$ cat config.mk
export PLATFORM = sky130hd
export DESIGN_NAME = strap_sampler
export DESIGN_NICKNAME = d
export VERILOG_FILES = /design/src/rtl/strap_pkg.sv /design/src/rtl/strap_capture.sv /design/src/rtl/strap_csr_read.sv /design/src/rtl/strap_sampler.sv
export SDC_FILE = /design/constraint.sdc
export NUM_CORES = 1
export LEC_CHECK = 0
export ABC_AREA = 1
export BUFFER_PORTS_ARGS = -buffer_cell sky130_fd_sc_hd__clkbuf_2
export CAP_MARGIN = 40
export CORE_MARGIN = 3
export CORE_UTILIZATION = 50
export CTS_CLUSTER_SIZE = 14
export DETAILED_ROUTE_END_ITERATION = 8
export HOLD_SLACK_MARGIN = 0.02
export PLACE_DENSITY_LB_ADDON = 0.3
export REMOVE_ABC_BUFFERS = 1
export SLEW_MARGIN = 20
export SYNTH_ARGS = -nofsm -noshare
export SYNTH_HDL_FRONTEND = slang
export SYNTH_SLANG_ARGS = --single-unit
$ cat constraint.sdc
create_clock -name clk -period 1.3 [get_ports clk]
set_clock_uncertainty 0.2 [all_clocks]
set_input_delay 0.26 -clock clk [delete_from_list [all_inputs] [get_ports clk]]
set_output_delay 0.26 -clock clk [all_outputs]
set_load 0.05 [all_outputs]
$ cat src/rtl/strap_pkg.sv
// Shared constants for the strap sampler: register offsets and read selector.
package strap_pkg;
    localparam int unsigned OFS_DATA  = 32'h0;
    localparam int unsigned OFS_VALID = 32'h4;

    typedef enum logic [1:0] {
        SEL_NONE  = 2'd0,
        SEL_DATA  = 2'd1,
        SEL_VALID = 2'd2
    } rd_sel_e;
endpackage

$ cat src/rtl/strap_capture.sv
// Registers the pin word and performs the single capture per reset.
// Assumes gpio_in and strap_en are synchronous to clk.
module strap_capture #(
    parameter int unsigned GPIO_W = 32
) (
    input  logic              clk,
    input  logic              rst_n,
    input  logic              strap_en,
    input  logic [GPIO_W-1:0] gpio_in,
    output logic [GPIO_W-1:0] data_q,
    output logic              valid_q
);
    logic [GPIO_W-1:0] pins_q;
    logic              fire;

    // One-cycle input register: the capture source lags the pins by a cycle.
    always_ff @(posedge clk) begin
        if (!rst_n) pins_q <= '0;
        else        pins_q <= gpio_in;
    end

    // Trigger: strobe high while not yet captured.
    always_comb fire = strap_en && !valid_q;

    // Capture register and sticky flag, both updated in the same edge.
    always_ff @(posedge clk) begin
        if (!rst_n) begin
            data_q  <= '0;
            valid_q <= 1'b0;
        end else if (fire) begin
            data_q  <= pins_q;
            valid_q <= 1'b1;
        end
    end


    valid_set_chk: assert property (@(posedge clk) disable iff (!rst_n)
        $rose(valid_q) |-> $past(strap_en));

    valid_sticky_chk: assert property (@(posedge clk) disable iff (!rst_n)
        valid_q |=> valid_q);

    data_frozen_chk: assert property (@(posedge clk) disable iff (!rst_n)
        valid_q |=> $stable(data_q));
endmodule

$ cat src/rtl/strap_csr_read.sv
// Read-only register port: decodes the byte offset and returns the selected
// value one cycle after the strobe; zero when there is no strobe.
module strap_csr_read
    import strap_pkg::*;
#(
    parameter int unsigned GPIO_W = 32,
    parameter int unsigned ADDR_W = 4,
    parameter int unsigned DATA_W = 32
) (
    input  logic              clk,
    input  logic              rst_n,
    input  logic [ADDR_W-1:0] csr_addr,
    input  logic              csr_rd,
    input  logic [GPIO_W-1:0] data_q,
    input  logic              valid_q,
    output logic [DATA_W-1:0] rdata_q
);
    rd_sel_e           sel;
    logic [DATA_W-1:0] rdata_d;

    // Offset decode.
    always_comb begin
        if (csr_addr == ADDR_W'(OFS_DATA))       sel = SEL_DATA;
        else if (csr_addr == ADDR_W'(OFS_VALID)) sel = SEL_VALID;
        else                                     sel = SEL_NONE;
    end

    // Read mux with zero extension.
    always_comb begin
        rdata_d = '0;
        if (csr_rd) begin
            case (sel)
                SEL_DATA:  rdata_d[GPIO_W-1:0] = data_q;
                SEL_VALID: rdata_d[0]          = valid_q;
                default:   rdata_d             = '0;
            endcase
        end
    end

    // Output register.
    always_ff @(posedge clk) begin
        if (!rst_n) rdata_q <= '0;
        else        rdata_q <= rdata_d;
    end


    idle_zero_chk: assert property (@(posedge clk) disable iff (!rst_n)
        !csr_rd |=> rdata_q == '0);

    valid_upper_zero_chk: assert property (@(posedge clk) disable iff (!rst_n)
        (csr_rd && csr_addr == ADDR_W'(OFS_VALID)) |=> rdata_q[DATA_W-1:1] == '0);
endmodule

$ cat src/rtl/strap_sampler.sv
// Top of the one-shot strap sampler: capture core plus register read port.
// Assumes GPIO_W <= DATA_W and synchronous inputs.
module strap_sampler #(
    parameter int unsigned GPIO_W = 32,
    parameter int unsigned ADDR_W = 4,
    parameter int unsigned DATA_W = 32
) (
    input  logic              clk,
    input  logic              rst_n,
    input  logic              strap_en,
    input  logic [GPIO_W-1:0] gpio_in,
    input  logic [ADDR_W-1:0] csr_addr,
    input  logic              csr_rd,
    output logic [GPIO_W-1:0] strap_data_o,
    output logic              strap_valid_o,
    output logic [DATA_W-1:0] csr_rdata_o
);
    logic [GPIO_W-1:0] data_q;
    logic              valid_q;

    strap_capture #(.GPIO_W(GPIO_W)) i_capture (
        .clk      (clk),
        .rst_n    (rst_n),
        .strap_en (strap_en),
        .gpio_in  (gpio_in),
        .data_q   (data_q),
        .valid_q  (valid_q)
    );

    strap_csr_read #(.GPIO_W(GPIO_W), .ADDR_W(ADDR_W), .DATA_W(DATA_W)) i_csr (
        .clk      (clk),
        .rst_n    (rst_n),
        .csr_addr (csr_addr),
        .csr_rd   (csr_rd),
        .data_q   (data_q),
        .valid_q  (valid_q),
        .rdata_q  (csr_rdata_o)
    );

    assign strap_data_o  = data_q;
    assign strap_valid_o = valid_q;


    read_no_effect_chk: assert property (@(posedge clk) disable iff (!rst_n)
        (csr_rd && !strap_en) |=> $stable(strap_data_o) && $stable(strap_valid_o));
endmodule

==> impl_metrics.toml <==
[min_path]
hp-class = "in2reg"

[power_and_ir_drop]
intPower_mw = 4.85
combPwrFrac_pct = 19.9
seq_power_share_pct = 47.7
pwr-share-clk_pct = 32.4
switching_share_pct = 28.3
switchingPower_mw = 1.92
peakVddDrop_uv = 897
power_density_nw_per_um2 = 1200
power_leakage_nw = 2.85
p_total_mw = 6.76

[yosys]
ys_types = 12
yosys_register_bits = 97
syn-instance-count = 420
synth_area_um2 = 3250
yosysWarnings = 0
ys_seq_area_share_pct = 59.7
synth_area_per_cell_um2 = 7.75

[setup_path]
critPathCaptureType = "primary output"
crit_path_cell_trace = "buf_6, clkbuf_16"
crit_slowest_cell = "dfxtp_4"
worst_path_largest_cell_delay_ns = 0.38
crit_fanout = 4
critPathLaunchType = "register"
critical_path_class = "reg2out"
worst-endpoint-required_ns = 0.84
arrival_ns = 1.02

[grt]
overflow = 0
grt_pass1_wl_mm = 15.8
track_usage_pct = 27.6
grt_max_degree = 66
grt_pass1_vias = 3358
antenna_found_initial = 1

[clocking]
ctsLongestPathBuffers = 2
cts_htree_levels = 3
numClockSinks = 97
cts_tree = "yes"
clock_latency_ns = 0.36
cts_buffers = 9
cts_root_buf = "clkbuf_8"
cts.clk_slew.worst_paths_ns = 0.09

[detailed_routing]
dr_total_vias = 3491
drt_iter0_drc = 258
wl_per_cell_um = 19.2
drc_errors = 0
drt_wl_total_mm = 12.8
first_pass_iters = 7
via_per_inst = 5.22
drtAntennaViolNets = 0

[layout]
finalNetCount = 629
area_growth_pct = 74.0
drive_above_1_share_pct = 38.1
post-route-cell-area_um2 = 5660
final_cell_mix = "99 x nor2_1, 99 x inv_1, 66 x nand2_1"
fin_cells = 669

[floorplanning]
start_util_pct = 53.4
dieArea_um2 = 7510
fp.dieH_um = 86.7
pin_count = 105
rows = 28
core-area_um2 = 6100
die_w_um = 86.7

[status]
failed_checks = "negative setup slack"
status = "complete, but fails checks"

[sta]
finalSetupTns_ns = -2.06
rsz0062_at_grt = "true"
finalHoldViolCount = 0
period_needed_ns = 1.48
tightest_slew_ns = 0.391
postLayoutSetupSlackWorst_ns = -0.178
holdWs_ns = 0.119
timing.fmax_ghz = 0.677
finalCritPeriodShare_pct = 114
slew_headroom_pct = 73.9
slew_viol_final = 0
setup-violations-final = 63

[placed_design]
routabilityCongestion = 0.712
place_area_um2 = 3810
dp_cells = 584
io_buffers = 104
hpwl_mm = 4.17

[job]
drv_cap = 0
-- Yosys cell counts --
master | count | area [µm²]
nor2_1 | 100 | 375
inv_1 | 99 | 372
dfxtp_1 | 97 | 1940
nand2_1 | 66 | 248
nand3_1 | 34 | 170
buf_2 | 15 | 75.1
buf_6 | 3 | 33.8
inv_2 | 2 | 7.51
buf_4 | 1 | 7.51
clkbuf_1 | 1 | 3.75
nor2_4 | 1 | 11.3
o21a_1 | 1 | 7.51
-- cell families (layout without fill, tap and decap cells) --
| logic type | after synthesis | after routing | synth area share, % |
|---|---|---|---|
| AOI/OAI and AO/OA | 1 | 1 | 0.231 |
| buffers and inverters | 121 | 293 | 15.3 |
| DFF | 97 | 97 | 59.7 |
| other | 0 | 1 | 0 |
| and+or+nand+nor | 201 | 202 | 24.7 |
-- layer usage --
layer	part of all wire, %	up-vias	GRT usage [%]
met5	0	-	0
met4	7.6	0	16.7
met3	6.8	83	4.18
met2	53	247	52.3
met1	33	1640	28.0
li1	-	1521	-
-- power groups by stage --
stage	registers (mW)	logic, mW	clock network [mW]
finish	3.23	1.35	2.19
global route	3.23	1.41	2.31
CTS	3.20	1.16	2.14
detailed placement	3.24	0.761	0
global placement	3.24	0.742	0
floorplan	3.51	0.245	0
-- per-stage QoR --
stage	setup slack [ns]	utilization (%)
floorplan	-0.266	-
global placement	-0.144	62.5
detailed placement	-0.236	62.5
CTS	-0.169	90.0
global route	-0.198	92.8
finish	-0.178	92.8
-- worst max-delay path, delay by kind of cell (launching register included) --
kind	cells	cell delay, ns
buffers and inverters	2	0.28
DFF	1	0.38
-- path summary, 6_finish.rpt --
path / cells past startpoint / end / startpoint / slack, ns
max: 2 / strap_valid_o / i_capture.valid_q$_SDFFE_PN0P_ / -0.18
min: 5 / i_csr.rdata_q[0]$_SDFF_PP0_ / csr_addr[2] / 0.12
min reg2reg: 2 / i_csr.rdata_q[17]$_SDFF_PN0_ / i_capture.data_q[17]$_SDFFE_PN0P_ / 0.26
max reg2reg: 5 / i_capture.data_q[23]$_SDFFE_PN0P_ / i_capture.valid_q$_SDFFE_PN0P_ / -0.04
-- registers in the layout (all words and copies together) (netlist names) --
signal	flops
i_csr.rdata_q	32
i_capture.valid_q	1
i_capture.data_q	32
i_capture.pins_q	32
-- final cells by class --
class	instances	area [µm²]
repair inverters	1	8.76
inverters	101	392
clock inverters	5	80.1
diodes	1	2.50
fillers	214	437
well taps	75	93.8
clock buffers	10	138
flip-flops and latches	97	2030
repair buffers	176	2090
multi-input cells	203	826
-- what timing repair did --
item                                   4_1_cts  5_1_grt
pin swaps                                   27        2
gates resized for setup                    216       55
hold buffers                                36        0
gates cloned                                 0        2
setup endpoints to repair                   97       97
endpoints found under the hold margin       33        0
setup buffers                               25        6
(Power assumes the default switching activity.)
